--- src/rtl/pf_flush_pkg.sv ---
package pf_flush_pkg;
  typedef enum logic [1:0] {
    POL_END  = 2'b00,
    POL_TMO  = 2'b01,
    POL_OBW  = 2'b10,
    POL_OBRW = 2'b11
  } pol_e;

  localparam int unsigned TMO_W   = 9;
  localparam logic [2:0]  TMO_OFF = 3'd7;

  function automatic logic [TMO_W-1:0] tmo_count(input logic [2:0] sel);
    return TMO_W'(4) << sel;
  endfunction
endpackage

--- src/rtl/pf_window.sv ---
module pf_window #(
  parameter int unsigned ADDR_W = 16,
  parameter int unsigned LEN_W  = 10
) (
  input  logic              clk_i,
  input  logic              rst_ni,
  input  logic              acc_i,
  input  logic [ADDR_W-1:0] acc_addr_i,
  input  logic [LEN_W-1:0]  acc_len_i,
  input  logic              flush_i,
  input  logic [ADDR_W-1:0] wr_addr_i,
  input  logic [LEN_W-1:0]  wr_len_i,
  output logic              valid_o,
  output logic              contig_o,
  output logic              overlap_o
);
  localparam int unsigned EW = ADDR_W + 1;

  logic              valid_q;
  logic [ADDR_W-1:0] base_q;
  logic [LEN_W-1:0]  len_q;
  logic [EW-1:0]     win_end, wr_end;

  assign win_end   = EW'(base_q) + EW'(len_q);
  assign wr_end    = EW'(wr_addr_i) + EW'(wr_len_i);
  assign contig_o  = (acc_addr_i == win_end[ADDR_W-1:0]);
  assign overlap_o = (EW'(wr_addr_i) < win_end) && (EW'(base_q) < wr_end);
  assign valid_o   = valid_q;

  always_ff @(posedge clk_i or negedge rst_ni) begin
    if (!rst_ni) begin
      valid_q <= 1'b0;
      base_q  <= '0;
      len_q   <= '0;
    end else if (acc_i) begin
      valid_q <= 1'b1;
      if (flush_i || !valid_q) begin
        base_q <= acc_addr_i;
        len_q  <= acc_len_i;
      end else begin
        len_q  <= len_q + acc_len_i;
      end
    end else if (flush_i) begin
      valid_q <= 1'b0;
    end
  end


  acc_opens_chk: assert property (@(posedge clk_i) disable iff (!rst_ni)
    acc_i |=> valid_q);
endmodule

--- src/rtl/pf_timer.sv ---
module pf_timer
  import pf_flush_pkg::*;
(
  input  logic       clk_i,
  input  logic       rst_ni,
  input  logic       load_i,
  input  logic [2:0] sel_i,
  input  logic       stop_i,
  output logic       run_o,
  output logic       hit_o
);
  logic             run_q;
  logic [TMO_W-1:0] cnt_q;

  assign run_o = run_q;
  assign hit_o = run_q && (cnt_q == TMO_W'(1));

  always_ff @(posedge clk_i or negedge rst_ni) begin
    if (!rst_ni) begin
      run_q <= 1'b0;
      cnt_q <= '0;
    end else if (load_i) begin
      run_q <= 1'b1;
      cnt_q <= tmo_count(sel_i);
    end else if (stop_i) begin
      run_q <= 1'b0;
    end else if (run_q) begin
      cnt_q <= cnt_q - 1'b1;
    end
  end

  // reaching zero must always coincide with a stop from the flush logic
  cnt_nonzero_chk: assert property (@(posedge clk_i) disable iff (!rst_ni)
    run_q |-> cnt_q != '0);
endmodule

--- src/rtl/prefetch_flush_ctrl.sv ---
module prefetch_flush_ctrl
  import pf_flush_pkg::*;
#(
  parameter int unsigned ADDR_W = 16,
  parameter int unsigned LEN_W  = 10
) (
  input  logic              clk_i,
  input  logic              rst_ni,
  input  logic [2:0]        tmo_sel_i,
  input  logic [1:0]        policy_i,
  input  logic              rd_accept_i,
  input  logic [ADDR_W-1:0] rd_addr_i,
  input  logic [LEN_W-1:0]  rd_len_i,
  input  logic              rd_done_i,
  input  logic              wr_i,
  input  logic [ADDR_W-1:0] wr_addr_i,
  input  logic [LEN_W-1:0]  wr_len_i,
  input  logic              ob_wr_start_i,
  input  logic              ob_rd_start_i,
  output logic              flush_o,
  output logic              pf_valid_o
);
  pol_e pol;
  logic win_valid, contig, overlap;
  logic tmr_run, tmr_hit, tmr_load;
  logic pol_hit, flush_req, valid_next, flush_q;

  assign pol = pol_e'(policy_i);

  always_comb begin
    unique case (pol)
      POL_END:  pol_hit = rd_done_i;
      POL_TMO:  pol_hit = 1'b0;
      POL_OBW:  pol_hit = ob_wr_start_i;
      POL_OBRW: pol_hit = ob_wr_start_i || ob_rd_start_i;
      default:  pol_hit = 1'b0;
    endcase
  end

  assign flush_req = win_valid && (pol_hit || tmr_hit ||
                                   (rd_accept_i && !contig) ||
                                   (wr_i && overlap));
  assign valid_next = rd_accept_i || (win_valid && !flush_req);
  assign tmr_load   = rd_done_i && (pol != POL_END) &&
                      (tmo_sel_i != TMO_OFF) && valid_next;

  pf_window #(.ADDR_W(ADDR_W), .LEN_W(LEN_W)) u_win (
    .clk_i     (clk_i),
    .rst_ni    (rst_ni),
    .acc_i     (rd_accept_i),
    .acc_addr_i(rd_addr_i),
    .acc_len_i (rd_len_i),
    .flush_i   (flush_req),
    .wr_addr_i (wr_addr_i),
    .wr_len_i  (wr_len_i),
    .valid_o   (win_valid),
    .contig_o  (contig),
    .overlap_o (overlap)
  );

  pf_timer u_tmr (
    .clk_i (clk_i),
    .rst_ni(rst_ni),
    .load_i(tmr_load),
    .sel_i (tmo_sel_i),
    .stop_i(flush_req || rd_accept_i),
    .run_o (tmr_run),
    .hit_o (tmr_hit)
  );

  always_ff @(posedge clk_i or negedge rst_ni) begin
    if (!rst_ni) flush_q <= 1'b0;
    else         flush_q <= flush_req;
  end

  assign flush_o    = flush_q;
  assign pf_valid_o = win_valid;


  tmo_flush_chk: assert property (@(posedge clk_i) disable iff (!rst_ni)
    tmr_hit |=> flush_o);

  acc_stops_chk: assert property (@(posedge clk_i) disable iff (!rst_ni)
    (rd_accept_i && !rd_done_i) |=> !tmr_run);

  no_idle_flush_chk: assert property (@(posedge clk_i) disable iff (!rst_ni)
    (!pf_valid_o && !rd_accept_i) |=> !flush_o);

  flush_clears_chk: assert property (@(posedge clk_i) disable iff (!rst_ni)
    (flush_o && !$past(rd_accept_i)) |-> !pf_valid_o);
endmodule

--- config.mk ---
export PLATFORM = sky130hd
export DESIGN_NAME = prefetch_flush_ctrl
export DESIGN_NICKNAME = d
export VERILOG_FILES = /design/src/rtl/pf_flush_pkg.sv /design/src/rtl/pf_window.sv /design/src/rtl/pf_timer.sv /design/src/rtl/prefetch_flush_ctrl.sv
export SDC_FILE = /design/constraint.sdc
export NUM_CORES = 1
export LEC_CHECK = 0
export BUFFER_PORTS_ARGS = -buffer_cell sky130_fd_sc_hd__buf_2
export CORE_AREA = 3 3 103 105
export DETAILED_ROUTE_END_ITERATION = 16
export DIE_AREA = 0 0 106 108
export PLACE_DENSITY = 0.71
export RECOVER_POWER = 50
export SYNTH_ARGS = -nofsm -noshare
export SYNTH_HDL_FRONTEND = slang
export SYNTH_SLANG_ARGS = --single-unit
--- constraint.sdc ---
create_clock -name clk_i -period 4.4 [get_ports clk_i]
set_clock_uncertainty 0.05 [all_clocks]
set_input_delay 0.66 -clock clk_i [delete_from_list [all_inputs] [get_ports clk_i]]
set_output_delay 0.66 -clock clk_i [all_outputs]
set_load 0.02 [all_outputs]
Word-level counts from Yosys, hierarchy flattened
Cells that the tools add are included.

operators by class
  reduce and logical (&&, ||, !) cells = 26
  equality and inequality tests = 7
  order comparisons = 2
  shift-type cells = 1
  multiplexer cells = 9
  add/subtract/negate cells = 4

operators with widths
  kind                                                                    count
  16-bit by 10-bit adder with 17-bit output                               2
  16-bit by 17-bit less-than comparator with 1-bit output                 2
  9-bit 2-to-1 mux                                                        3
  16-bit equality test                                                    1
  10-bit adder                                                            1
  10-bit 2-to-1 mux                                                       1
  9-bit by 1-bit equality test with 1-bit output (second input constant)  1
  1-bit logical AND                                                       9
  3-bit by 3-bit << shifter with 9-bit output (first input constant)      1
  9-bit by 1-bit subtractor with 9-bit output (second input constant)     1
  2-bit nonzero test                                                      4
  1-bit logical OR                                                        7
  2-bit equality test (second input constant)                             2
  1-bit 2-to-1 mux                                                        4
  1-bit case mux with 4 select lines                                      1
  2-bit AND reduction                                                     2
  1-bit logical NOT                                                       3
  3-bit != test (second input constant)                                   1
  2-bit by 1-bit equality test with 1-bit output (second input constant)  1
  2-bit logical NOT                                                       1
  2-bit != test (second input constant)                                   1

word-level totals
  output and inout bits = 2
  word-level logic and storage cells = 55
  flip-flop bits (word level) = 38
  input bits = 64

Longest topological paths before layout
  word-level depth = 13
  depth in mapped cells = 22
  gate-level depth less buffers = 20

Modules after synthesis
A second synthesis with hierarchy kept.

unflattened totals
  cell total of the unflattened synthesis = 491
  area total of the unflattened synthesis = 4,405.5 um2

modules (own cells, without submodules)
  module               sequential area each (um2)  times used  area each (um2)  cells an instance
  pf_window            675.6                       1           3,691.0          416
  pf_timer             250.2                       1           611.8            63
  prefetch_flush_ctrl  25.0                        1           102.6            12

Worst setup path before layout
OpenSTA, ideal clock, no wires.

  kind = input to register
  start = in wr_addr_i[1]
  end = reg u_win.base_q[10]
  arrival time = 4.313 ns
  stages = 22
  setup slack = -0.088 ns
  required time = 4.225 ns
  buffers on the path = 2
  path through = ha_1 a21o_1 a21oi_1 o21bai_1 a21oi_1 nor2_1 o21a_1 o31ai_1 nand2_1 xnor2_1 ha_1 a21o_1 a21oi_1 o221ai_1 a31oi_1 a21oi_1 o211ai_1 nor4_2 nand2b_1 buf_4 buf_8 mux2_4

between the ends
  cells in the longest elaborated chain, start to end = 8
  elaborated cells on any way between the ends = 9
  those cells by class = add/sub: 1; order compare: 2; reduce/logical: 6

RTL lines
  what                                                     line                       source
  from (decl)                                              prefetch_flush_ctrl.sv:16  input logic [ADDR_W-1:0] wr_addr_i,
  16-bit by 10-bit adder with 17-bit output                pf_window.sv:25            assign wr_end = EW'(wr_addr_i) + EW'(wr_len_i);
  16-bit by 17-bit less-than comparator with 1-bit output  pf_window.sv:27            assign overlap_o = (EW'(wr_addr_i) < win_end) && (EW'(base_q) < wr_end);
  1-bit logical AND (*)                                    pf_window.sv:27
  1-bit logical AND (*)                                    prefetch_flush_ctrl.sv:42  (wr_i && overlap));
  1-bit logical OR (*)                                     prefetch_flush_ctrl.sv:41  (rd_accept_i && !contig) ||
  1-bit logical AND (*)                                    prefetch_flush_ctrl.sv:40  assign flush_req = win_valid && (pol_hit || tmr_hit ||
  1-bit logical OR (*)                                     pf_window.sv:37            if (flush_i || !valid_q) begin
  2-bit AND reduction (no source line) (*)                 --
  to (signal assigned)                                     pf_window.sv:38            base_q <= acc_addr_i;
  to (decl)                                                pf_window.sv:20            logic [ADDR_W-1:0] base_q;

Every way passes the cells marked *; elsewhere a longest branch is shown, timed or not.
A chain may end at the register's enable or synchronous reset.

Final worst setup path
  start = in wr_addr_i[0]
  end = reg u_win.base_q[8]

Same word-level chain as after synthesis.

==> impl_metrics.toml <==
[yosys]
synth.avg_cell_area_sq_um = 8.54
yosysTopAreaCell = "dfrtp_1"
syn_nets = 681
async_reset_ff_share_pct = 100
ys.flop_type = "dfrtp_1"
netlist_top_cells_area = "dfrtp_1 20%, ha_1 16%, a21oi_1 4.7%"
synth-seq-cells = 38
synth_top_area_share_pct = 20.1
synthesis.area_sq_um = 4720
ys_seq_area_share_pct = 20.1
synthCells = 553
synth_cell_types = 74
yosysWarningCount = 0
synth_edf_count = 0

[critical_path]
criticalPathCategory = "in -> reg"
cp_slowest_stage_delay_ps = 390
crit_buf_inv = 3
arrival_ps = 4420
endpoint_kind = "flip-flop"
crit_slowest_cell = "fa_2"
path_cells = "buf_8 > ha_4 > fa_2 > a211oi_2 > o21ai_1 > or3b_4 > nand2_2 > a21oi_2 > buf_4 > nor2_4 > xnor2_2 > ha_1 > nand4_1 > nor2_2 > a31oi_2 > a21oi_2 > o211ai_1 > nor4_2 > nand2b_4 > clkbuf_16 > mux2_4"
crit_family = "simple AND/OR/NAND/NOR gates"
worstPathMaxFanout = 8
crit_top_cell = "a21oi_2"
worst_setup_path_start_kind = "primary input"
cp_data_required_time_ps = 4530

[floorplanning]
fp.coreArea_sq_um = 9730
die_width_microns = 106
initial_utilization_pct = 48.5
die-area_sq_um = 11400
die_h_microns = 108
num_rows = 36
io_pins = 66

[place]
pre_cts_slack_ps = -348
hpwl_microns = 10000
io_buffers = 65
gp_congestion = 0.929

[timing]
setup_tns_ps = 0
finalCritPeriodShare_pct = 97.4
relSlewSlack_pct = -46.1
finalMaxSlewViolations = 39
finalHoldViolations = 0
worstMarginPinSlew_ps = 2190
fmax_mhz = 233
setup-violations-final = 0
whs_ps = 496
finalWorstSetupSlack_ps = 114
period_minus_slack_ps = 4290
rsz0062_at_grt = "true"

[outcome]
violations = "max-capacitance violations, max-slew violations"
status = "complete, but fails checks"

[routing]
wl_per_cell_microns = 16.2
routed_wl_microns = 12800
ant_nets = 0
avgViaCountPerCell = 5.86
drtIter0Drc = 287
drtPass1Iterations = 6
drcViolationCount = 0
vias = 4609

[grt]
gr-total-overflow = 0
grt_usage_pct = 22.0
first_global_vias = 4485
grt_pass1_wl_microns = 20600
antenna_found_initial = 0
grt_max_degree = 39

[clocking]
clock_path_buffers = 2
hold_buffers = 0
clkSlewWorstSetupHoldPaths_ps = 80
cts_max_level = 2
cts_tree = "yes"
clock_sinks = 38
cts_root_buffer = "clkbuf_8"
cts_buffers = 5
insertion_delay_ps = 300

[power]
switching_share_pct = 40.0
vdd_drop_max_mv = 0.250
p_sw_uw = 778
intPower_mw = 1.17
comb_power_share_pct = 55.3
p_leak_nw = 2.72
power_mw = 1.94
p_clk_share_pct = 19.3
p_per_area_nw_per_um2 = 331
pwr-share-seq_pct = 25.4

[final_layout]
fin_nets = 781
diodes = 0
synthToLayoutAreaGrowth_pct = 24.5
layout-drive-gt1-share_pct = 27.4
utilization_pct = 60.4
nFillCells = 849

[job]
max_cap_viol_count = 1

[hold_path]
min_path_type = "reg -> reg"
## registers in the layout, summed over array words and instances, names as in the netlist
name / count
u_win.len_q: 10
flush_o: 1
u_tmr.run_o: 1
u_tmr.cnt_q: 9
u_win.base_q: 16
u_win.valid_o: 1
## metal layers
metal  up-vias  wire length, microns  track usage [%]
li1       2264                     -                -
met1      2168                  5460             27.9
met2       152                  6200             38.1
met3        25                   794             3.70
met4         0                   313             7.77
met5         -                     0                0
## cells in the mapped netlist, drive strengths merged (4+ instances only)
master,instances
a21oi,44
and3,6
ha,61
mux2,16
xor2,17
dfrtp,38
a31oi,7
o21a,6
o211ai,7
o21bai,4
a211oi,7
nand4,10
nor2,36
clkbuf,10
nand3,15
a21boi,4
nor4,5
buf,10
xnor2,24
o221ai,4
nand2b,11
a21o,19
a22oi,4
o21ai,30
mux2i,11
nor2b,9
a311oi,4
and2,5
inv,30
nor3,13
nand2,37
## stage by stage
stage | cells | cell area (sq um)
after CTS | 783 | 5620
after floorplan | 553 | 4730
after detailed placement | 775 | 5460
after global routing | 787 | 5880
final | 787 | 5880
after global placement | 775 | 5460
## cell type report
cell class / count / area (sq um) / share of cell area, %
clock buffers: 6 / 82.6 / 1.41
clock inverters: 2 / 60.1 / 1.02
inverters: 30 / 113 / 1.92
multi-input cells: 465 / 3770 / 64.1
flip-flops and latches: 38 / 951 / 16.2
well taps: 133 / 166 / 2.83
repair buffers: 113 / 737 / 12.5
## cell usage in the layout (no fill, tap or decap), types with 4 or more instances in the layout
cell type,Yosys,final
a211oi_2,1,4
a21o_1,19,19
a21oi_1,44,40
a21oi_2,0,4
a22oi_1,4,4
a311oi_1,4,4
a31oi_1,6,4
and2_1,4,4
and3_1,6,6
buf_2,7,61
buf_4,2,46
clkbuf_8,0,6
dfrtp_1,38,38
ha_1,61,58
inv_1,30,30
mux2_4,9,15
mux2i_1,11,11
nand2_1,36,34
nand2b_1,11,10
nand3_1,15,14
nand4_1,9,9
nor2_1,35,33
nor2b_1,9,9
nor3_1,13,12
o211ai_1,6,6
o21a_1,6,6
o21ai_0,29,26
o21ai_1,1,4
o21bai_1,4,4
xnor2_1,24,21
xor2_1,17,17
## power groups by stage
stage               registers, mW  logic [mW]  clock network, mW
floorplan                   0.474       0.719                  0
global placement            0.495       0.964                  0
detailed placement          0.496        1.00                  0
CTS                         0.490        1.01              0.385
global route                0.505        1.20              0.397
finish                      0.494        1.08              0.375
## repair_timing
action,in CTS,in global routing
buffers inserted,0,3
gates cloned,0,1
endpoints found under the setup margin,25,34
resized for setup,4,44
pin swaps,0,29
## logic make-up (layout without fill, tap and decap cells)
logic type | count (synthesis) | count (layout) | share of synthesized area, %
compound gates | 166 | 166 | 23.9
simple gates | 164 | 164 | 18.0
fa+ha+maj | 64 | 64 | 17.4
buf+inv | 50 | 151 | 4.58
xor+xnor | 44 | 44 | 9.06
flops | 38 | 38 | 20.1
mux | 27 | 27 | 6.86
## worst paths after layout
kind	cells past startpoint	slack, ps	to	start
worst min-delay path	1	500	u_tmr.cnt_q[2]	u_tmr.cnt_q[2]
worst max-delay path	21	110	u_win.base_q[8]	wr_addr_i[0]
max in group asynchronous	1	2100	u_win.base_q[8]	rst_ni
worst min register to register	1	500	u_tmr.cnt_q[2]	u_tmr.cnt_q[2]
worst max register to register	18	140	u_win.base_q[8]	u_win.base_q[0]
min in group asynchronous	1	950	u_win.len_q[2]	rst_ni
No activity file was read; power rests on OpenSTA's default activity.
